## src/rtl/talm_pkg.sv

```systemverilog
package talm_pkg;
  localparam int CNT_W = 3;

  // Consecutive-fault code to required count.
  function automatic logic [CNT_W-1:0] fault_need(input logic [1:0] code);
    case (code)
      2'b00:   fault_need = CNT_W'(1);
      2'b01:   fault_need = CNT_W'(2);
      2'b10:   fault_need = CNT_W'(4);
      default: fault_need = CNT_W'(6);
    endcase
  endfunction
endpackage

```

## src/rtl/talm_limit_cmp.sv

```systemverilog
module talm_limit_cmp #(
  parameter int TEMP_W = 11,
  parameter int LIM_W  = 9
) (
  input  logic [TEMP_W-1:0] temp,
  input  logic [LIM_W-1:0]  hi,
  input  logic [LIM_W-1:0]  lo,
  output logic              above,
  output logic              under
);
  localparam int DROP = TEMP_W - LIM_W;
  logic [LIM_W-1:0] coarse;

  generate
    if (DROP > 0) begin : g_trunc
      assign coarse = temp[TEMP_W-1:DROP];
    end else begin : g_same
      assign coarse = temp[LIM_W-1:0];
    end
  endgenerate

  assign above = $signed(coarse) > $signed(hi);
  assign under = $signed(coarse) < $signed(lo);
endmodule

```

## src/rtl/talm_fault_count.sv

```systemverilog
module talm_fault_count #(
  parameter int CNT_W = 3
) (
  input  logic             clk,
  input  logic             rst_n,
  input  logic             qualify,
  input  logic             hit,
  input  logic             force_clr,
  input  logic [CNT_W-1:0] need,
  output logic             reached
);
  logic [CNT_W-1:0] cnt;
  logic [CNT_W:0]   next_cnt;

  assign next_cnt = {1'b0, cnt} + 1'b1;
  assign reached  = qualify && hit && (next_cnt >= {1'b0, need});

  always_ff @(posedge clk or negedge rst_n) begin
    if (!rst_n) begin
      cnt <= '0;
    end else if (force_clr) begin
      cnt <= '0;
    end else if (qualify) begin
      if (hit && !reached) cnt <= next_cnt[CNT_W-1:0];
      else                 cnt <= '0;
    end
  end
endmodule

```

## src/rtl/talm_alarm_state.sv

```systemverilog
module talm_alarm_state (
  input  logic clk,
  input  logic rst_n,
  input  logic fire,
  input  logic latch_clr,
  input  logic rearm,
  input  logic latch_mode,
  output logic alarm_q,
  output logic arm_under
);
  always_ff @(posedge clk or negedge rst_n) begin
    if (!rst_n) begin
      alarm_q   <= 1'b0;
      arm_under <= 1'b0;
    end else begin
      if (latch_clr)  alarm_q <= 1'b0;
      else if (fire)  alarm_q <= ~alarm_q;

      if (rearm)                    arm_under <= 1'b0;
      else if (fire && latch_mode)  arm_under <= ~arm_under;
    end
  end
endmodule

```

## src/rtl/thermal_alarm_ctrl.sv

```systemverilog
module thermal_alarm_ctrl #(
  parameter int TEMP_W = 11,
  parameter int LIM_W  = 9
) (
  input  logic              clk,
  input  logic              rst_n,
  input  logic              conv_valid,
  input  logic [TEMP_W-1:0] conv_temp,
  input  logic [LIM_W-1:0]  lim_high,
  input  logic [LIM_W-1:0]  lim_hyst,
  input  logic              cfg_latch_mode,
  input  logic              cfg_active_high,
  input  logic [1:0]        cfg_fault_code,
  input  logic              reg_read,
  input  logic              cfg_shutdown,
  output logic              alarm,
  output logic              pin_pull_low
);
  import talm_pkg::*;

  logic mode_q, mode_chg;
  logic above, under, cond, eval, fire, latch_clr;
  logic alarm_q, arm_under;

  always_ff @(posedge clk or negedge rst_n) begin
    if (!rst_n) mode_q <= 1'b0;
    else        mode_q <= cfg_latch_mode;
  end
  assign mode_chg = cfg_latch_mode != mode_q;

  talm_limit_cmp #(.TEMP_W(TEMP_W), .LIM_W(LIM_W)) u_cmp (
    .temp(conv_temp), .hi(lim_high), .lo(lim_hyst),
    .above(above), .under(under)
  );

  // Condition in force: thermostat follows the alarm, latched follows the arm bit.
  assign cond = (cfg_latch_mode ? arm_under : alarm_q) ? under : above;
  assign eval = conv_valid && !cfg_shutdown && !mode_chg &&
                !(cfg_latch_mode && alarm_q);
  assign latch_clr = cfg_latch_mode && alarm_q && (reg_read || cfg_shutdown) &&
                     !mode_chg;

  talm_fault_count #(.CNT_W(CNT_W)) u_cnt (
    .clk(clk), .rst_n(rst_n),
    .qualify(eval), .hit(cond),
    .force_clr(mode_chg || latch_clr),
    .need(fault_need(cfg_fault_code)),
    .reached(fire)
  );

  talm_alarm_state u_state (
    .clk(clk), .rst_n(rst_n),
    .fire(fire), .latch_clr(latch_clr), .rearm(mode_chg),
    .latch_mode(cfg_latch_mode),
    .alarm_q(alarm_q), .arm_under(arm_under)
  );

  assign alarm        = alarm_q;
  assign pin_pull_low = alarm_q ^ cfg_active_high;
endmodule

```

## config.mk

```make
export PLATFORM = sky130hd
export DESIGN_NAME = thermal_alarm_ctrl
export DESIGN_NICKNAME = d
export VERILOG_FILES = /design/src/rtl/talm_pkg.sv /design/src/rtl/talm_limit_cmp.sv /design/src/rtl/talm_fault_count.sv /design/src/rtl/talm_alarm_state.sv /design/src/rtl/thermal_alarm_ctrl.sv
export SDC_FILE = /design/constraint.sdc
export NUM_CORES = 1
export LEC_CHECK = 0
export CORE_MARGIN = 3
export CORE_UTILIZATION = 41
export DETAILED_ROUTE_END_ITERATION = 10
export PLACE_DENSITY = 0.79
export SYNTH_ARGS = -nofsm -noshare
export SYNTH_HDL_FRONTEND = slang
export SYNTH_HIERARCHICAL = 1
export SYNTH_SLANG_ARGS = --single-unit
```

## constraint.sdc

```tcl
create_clock -name clk -period 2.55 [get_ports clk]
set_clock_uncertainty 0.05 [all_clocks]
set_input_delay 0.255 -clock clk [delete_from_list [all_inputs] [get_ports clk]]
set_output_delay 0.255 -clock clk [all_outputs]
set_load 0.01 [all_outputs]
```

# After elaboration in Yosys (flattened, before gate mapping)
# Index checks and enable logic that the tools add are counted.
dict set report classes {
  n_reduce_logical 20
  addsub 1
  eq_ne 3
  n_bitwise 3
  magnitude_cmp 3
  mux 10
}
# op n
set op_table {}
lappend op_table {{logical AND 1 bit} 10}
lappend op_table {{greater-than comparator 9 bit} 1}
lappend op_table {{less-than comparator 9 bit} 1}
lappend op_table {{two-way mux 3 bit} 3}
lappend op_table {{case mux 3 bit (3 select lines)} 1}
lappend op_table {{two-way mux 1 bit} 6}
lappend op_table {{nonzero test 2 bit} 3}
lappend op_table {{adder 3 x 1 -> 4 bit, second input constant} 1}
lappend op_table {{greater-or-equal comparator 4 x 3 -> 1 bit} 1}
lappend op_table {{zero test 1 bit} 4}
lappend op_table {{equality test 2 x 1 -> 1 bit, second input constant} 1}
lappend op_table {{equality test 2 bit, second input constant} 1}
lappend op_table {{zero test 2 bit} 1}
lappend op_table {{logical OR 1 bit} 2}
lappend op_table {{inverter 1 bit} 2}
lappend op_table {{inequality test 1 bit} 1}
lappend op_table {{bitwise XOR 1 bit} 1}
dict set report word_totals {
  input_bits 38
  elab_cells 44
  output_inout_bits 2
  register_bits 6
}

# Logic depth before layout (Yosys ltp)
dict set report depth {
  depth_word 11
  ltp_mapped 11
}

# Hierarchy
# The synthesis kept the hierarchy.
# module cells_each instances area_per_inst_um2
set by_module_without_submodules {}
lappend by_module_without_submodules {talm_limit_cmp 61 1 441.7}
lappend by_module_without_submodules {talm_fault_count 27 1 242.7}
lappend by_module_without_submodules {thermal_alarm_ctrl 17 1 127.6}
lappend by_module_without_submodules {talm_alarm_state 7 1 88.8}

# Worst setup path before layout
# No wires, ideal clock.
dict set report synth_timing {
  path_kind {input to register}
  startpoint {input lim_hyst[6]}
  endpoint {register u_state.arm_under}
  stages 11
  required_ns 2.427
  setup_ns 0.073
  path_buffers 0
  arrival_ns 1.909
  slack_ns 0.518
  cell_sequence {inv_1 ha_1 a21o_1 a21oi_1 nor4bb_1 o22a_2 mux2_1 nand2_1 nor2b_1 nand3b_1 a21oi_2}
}
dict set report synth_via {
  elab_chain_cells 6
}
# element line
set synth_lines {}
lappend synth_lines {{start: declaration} thermal_alarm_ctrl.sv:10} ;# input logic [LIM_W-1:0] lim_hyst,
lappend synth_lines {{less-than comparator 9 bit} talm_limit_cmp.sv:23} ;# assign under = $signed(coarse) < $signed(lo);
lappend synth_lines {{via under} thermal_alarm_ctrl.sv:22} ;# logic above, under, cond, eval, fire, latch_clr;
lappend synth_lines {{two-way mux 1 bit} thermal_alarm_ctrl.sv:37} ;# assign cond = (cfg_latch_mode ? arm_under : alarm_q) ? under : above;
lappend synth_lines {{via cond} thermal_alarm_ctrl.sv:22}
lappend synth_lines {{logical AND 1 bit (2 in a row)} talm_fault_count.sv:16} ;# assign reached = qualify && hit && (next_cnt >= {1'b0, need});
lappend synth_lines {{via fire} thermal_alarm_ctrl.sv:22}
lappend synth_lines {{logical AND 1 bit} talm_alarm_state.sv:20} ;# else if (fire && latch_mode) arm_under <= ~arm_under;
lappend synth_lines {{nonzero test 2 bit (no source line)} --}
lappend synth_lines {{end signal: assignment} talm_alarm_state.sv:20}
lappend synth_lines {{end: declaration} talm_alarm_state.sv:9} ;# output logic arm_under
# The timed path passes the listed nets, and every way through them passes these cells.
# A chain may end at the register's enable or synchronous reset.

# Worst setup path in the final report
dict set report layout_timing {
  startpoint {input lim_hyst[8]}
  endpoint {register u_state.arm_under}
}
# The elaborated chain is that of the path after synthesis.

==> results.tsv <==
stage	metric	value	unit
floorplan	Die W	52.9	um
clock_tree	CTS tree	yes	
power_and_ir_drop	leakage	0.690	nW
synth	post-synthesis register bit count	6	
place	HPWL reported at the end of detailed placement	1690	um
synth	Mean Syn Cell Area	8.04	um2
setup_path	worst path buffer plus inverter count	2	
power_and_ir_drop	Combinational Power Share	50.5	%
place	Post-DP Area	1320	um2
timing	worst-margin pin slew	0.575	ns
clock_tree	CTS Buf Count	3	
clock_tree	CTS clock-pin slew for the worst setup and hold paths	0.04	ns
routing	DR vias/cell	4.99	
cells_and_area	share of layout cells above drive strength 1	9.80	%
power_and_ir_drop	PwrDens	297	nW/um2
floorplan	core area	2020	um2
setup_path	crit path from	lim_hyst[8]	
synth	Netlist cell types	35	
timing	Final min period	2.42	ns
routing	First-pass DRT Iterations	4	
global_route	Remaining Overflow, GRT	0	
timing	maximum clock rate	414	MHz
setup_path	CP Max Fanout	3	
timing	final hold violations	0	
routing	DRC errors left	0	
routing	vias post-DR	899	
power_and_ir_drop	Switching Fraction	30.5	%
place	port buffer count	37	
synth	Yosys Warn Count	6	
floorplan	die area	2800	um2
power_and_ir_drop	worst vdd ir	0.316	mV
setup_path	Critical Path Slowest Stage Cell	clkdlybuf4s50_1	
synth	syn_nets	171	
floorplan	FP Rows	16	
global_route	GR Util All Layers	14.7	%
routing	routed len/inst	10.8	um
synth	register area share after synthesis	16.7	%
setup_path	Startpoint Class	input pin	
setup_path	crit path to	u_state/arm_under	
floorplan	Ports	40	
setup_path	worst r2r path cells	9	
setup_path	CP cell instances	clkdlybuf4s50_1 -> inv_1 -> ha_1 -> nand4_1 -> nor3_1 -> nor4bb_2 -> o22a_2 -> mux2_1 -> nand2_1 -> nor2b_2 -> a21bo_1 -> a21oi_2	
clock_tree	CTS H-tree depth	1	
floorplan	Starting Density	44.6	%
power_and_ir_drop	Switching Power	123	uW
cells_and_area	Finished Core Util	67.2	%
routing	routed wire length	1950	um
clock_tree	clk sinks	6	
timing	Final Setup Violations	0	
cells_and_area	design area	1360	um2
power_and_ir_drop	Flop pwr share	28.6	%
clock_tree	worst skew pair latency	0.24	ns
power_and_ir_drop	Clock power frac	21.0	%
place	Placer Congestion	0.799	
global_route	initial antenna violation count	0	
power_and_ir_drop	Internal Power	281	uW
setup_path	internal reg-to-reg setup slack	0.35	ns
cells_and_area	antenna cells	0	
setup_path	RR Startpoint	u_cnt/cnt[0]	
hold_path	min-delay worst type	input pin to asynchronous set/reset pin	
setup_path	crit path kind	input pin to register	
clock_tree	CTS root buf	clkbuf_4	
setup_path	critical path arrival	2.53	ns
floorplan	DIE HEIGHT	52.9	um
cells_and_area	Synth-to-Final Area Change	50.8	%
setup_path	Top delay family on crit path	simple AND/OR/NAND/NOR gates	
global_route	first-pass GRT wire length	3060	um
synth	Mapped Cells	112	
setup_path	CP required	2.67	ns
cells_and_area	Nets	214	
timing	RSZ-0062 raised after global routing	false	
setup_path	Crit. End Element	register	
clock_tree	CTS Buffer Depth	2	
timing	Period Utilization, post-route	94.8	%
timing	Slew headroom	61.3	%
synth	post-synthesis cell area	901	um2
routing	DR iter-0 viols	5	
outcome	status	complete, no violations	
flow_run	maxcap violations	0	
global_route	largest net degree at the start of global routing	10	
global_route	vias in the first global route	857	
clock_tree	hold_buf cts	0	
timing	worst hold slack	0.192	ns
routing	ANT nets after route	0	
setup_path	number of cells on the critical path	12	
timing	fin. max-slew vios	0	
setup_path	Crit path largest cell delay	0.46	ns
setup_path	FF-to-FF End	u_state/arm_under	
timing	Fin Setup TNS	0	ns
[placed cells by master (no fill, tap or decap)]
| master | instances |
|---|---|
| a2111oi_2 | 1 |
| a21boi_0 | 1 |
| o211ai_1 | 1 |
| nand3b_1 | 2 |
| a41o_1 | 1 |
| o41ai_2 | 1 |
| a21oi_2 | 1 |
| nor4bb_2 | 1 |
| or2_2 | 1 |
| nand4_1 | 2 |
| nor2b_2 | 1 |
| nor2_1 | 7 |
| ha_1 | 21 |
| clkdlybuf4s50_1 | 37 |
| mux2i_1 | 1 |
| o21ai_0 | 2 |
| and2_2 | 1 |
| o311a_1 | 1 |
| dfrtp_1 | 6 |
| nand2b_1 | 5 |
| a21bo_1 | 1 |
| inv_1 | 20 |
| clkbuf_4 | 3 |
| o21ai_1 | 2 |
| and2b_1 | 1 |
| o22a_2 | 1 |
| xor2_1 | 2 |
| nand2_1 | 7 |
| xnor2_1 | 1 |
| nor3_1 | 2 |
| mux2_1 | 1 |
| nor3b_2 | 1 |
| buf_4 | 3 |
| nand3_1 | 3 |
| a21o_1 | 3 |
| a31oi_1 | 1 |
| a21oi_1 | 7 |
[routing by layer]
metal  track usage, %  part of all wire (%)
met5                0                     0
met4             8.94                  0.72
met3             3.38                   6.9
met2             26.9                    48
met1             14.8                    44
[metrics by stage]
step	instances	total power, mW	setup WS, ns
floorplan	112	0.211	0.518
global placement	177	0.314	-0.0641
detailed placement	177	0.319	-0.170
CTS	180	0.409	0.0831
global route	180	0.445	0.0160
finish	180	0.404	0.133
[final cells by class]
type | count | area (um2)
inverter | 20 | 75.1
multi-input combinational | 84 | 684
timing repair buffer | 40 | 393
clock buffer | 3 | 22.5
tap | 27 | 33.8
fill | 173 | 663
sequential | 6 | 150
[sequential cells by signal, summed over array words and instances, names as in the netlist]
| register | count |
|---|---|
| mode_q | 1 |
| u_state/alarm_q | 1 |
| u_cnt/cnt | 3 |
| u_state/arm_under | 1 |
[repair_timing]
action | in CTS | in global routing
gates resized for setup | 0 | 3
endpoints found under the setup margin | 0 | 3
buffers inserted | 0 | 0
[how the worst min path moves through the flow]
| stage | startpoint | to | slack [ns] | cells past startpoint |
|---|---|---|---|---|
| after floorplan | rst_n | mode_q | -0.09 | 0 |
| after detailed placement | rst_n | u_cnt/cnt[2] | 0.45 | 1 |
| after CTS | rst_n | u_state/arm_under | 0.19 | 1 |
| after global routing | rst_n | u_state/arm_under | 0.17 | 1 |
| final | rst_n | u_state/arm_under | 0.19 | 1 |
| after global placement | rst_n | u_cnt/cnt[0] | 0.44 | 1 |
[power by group through the flow]
stage          registers [mW]  clock network (mW)  logic (mW)
2_1_floorplan           0.117                   0      0.0946
3_3_place_gp            0.117                   0       0.198
3_5_place_dp            0.116                   0       0.203
4_1_cts                 0.115              0.0901       0.204
5_1_grt                 0.117               0.102       0.226
6_report                0.115              0.0846       0.204
[cells by family (layout without fill, tap and decap cells)]
group,count (synthesis),after routing,share of synthesized area [%]
simple gates,34,34,20.7
compound gates,24,24,19.0
buf+inv,22,63,9.17
fa+ha+maj,21,21,29.2
flops,6,6,16.7
xor+xnor,3,3,2.92
mux,2,2,2.36
[cell usage after synthesis]
| master | n | area [um2] |
|---|---|---|
| a2111oi_2 | 1 | 15.0 |
| a21bo_1 | 1 | 10.0 |
| a21boi_0 | 1 | 7.51 |
| a21o_1 | 3 | 22.5 |
| a21oi_1 | 7 | 35.0 |
| a21oi_2 | 1 | 8.76 |
| a31oi_1 | 1 | 6.26 |
| a41o_1 | 1 | 10.0 |
| and2_2 | 1 | 7.51 |
| and2b_1 | 1 | 7.51 |
| clkbuf_1 | 2 | 7.51 |
| dfrtp_1 | 6 | 150 |
| ha_1 | 21 | 263 |
| inv_1 | 20 | 75.1 |
| mux2_1 | 1 | 11.3 |
| mux2i_1 | 1 | 10.0 |
| nand2_1 | 7 | 26.3 |
| nand2b_1 | 5 | 31.3 |
| nand3_1 | 3 | 15.0 |
| nand3b_1 | 2 | 15.0 |
| nand4_1 | 2 | 12.5 |
| nor2_1 | 7 | 26.3 |
| nor2b_1 | 1 | 6.26 |
| nor3_1 | 2 | 10.0 |
| nor3b_2 | 1 | 12.5 |
| nor4bb_1 | 1 | 10.0 |
| o211ai_1 | 1 | 7.51 |
| o21ai_0 | 2 | 10.0 |
| o21ai_1 | 2 | 10.0 |
| o22a_2 | 1 | 10.0 |
| o311a_1 | 1 | 10.0 |
| o41ai_1 | 1 | 8.76 |
| or2_2 | 1 | 6.26 |
| xnor2_1 | 1 | 8.76 |
| xor2_1 | 2 | 17.5 |
Power figures use the tool's default switching activity.
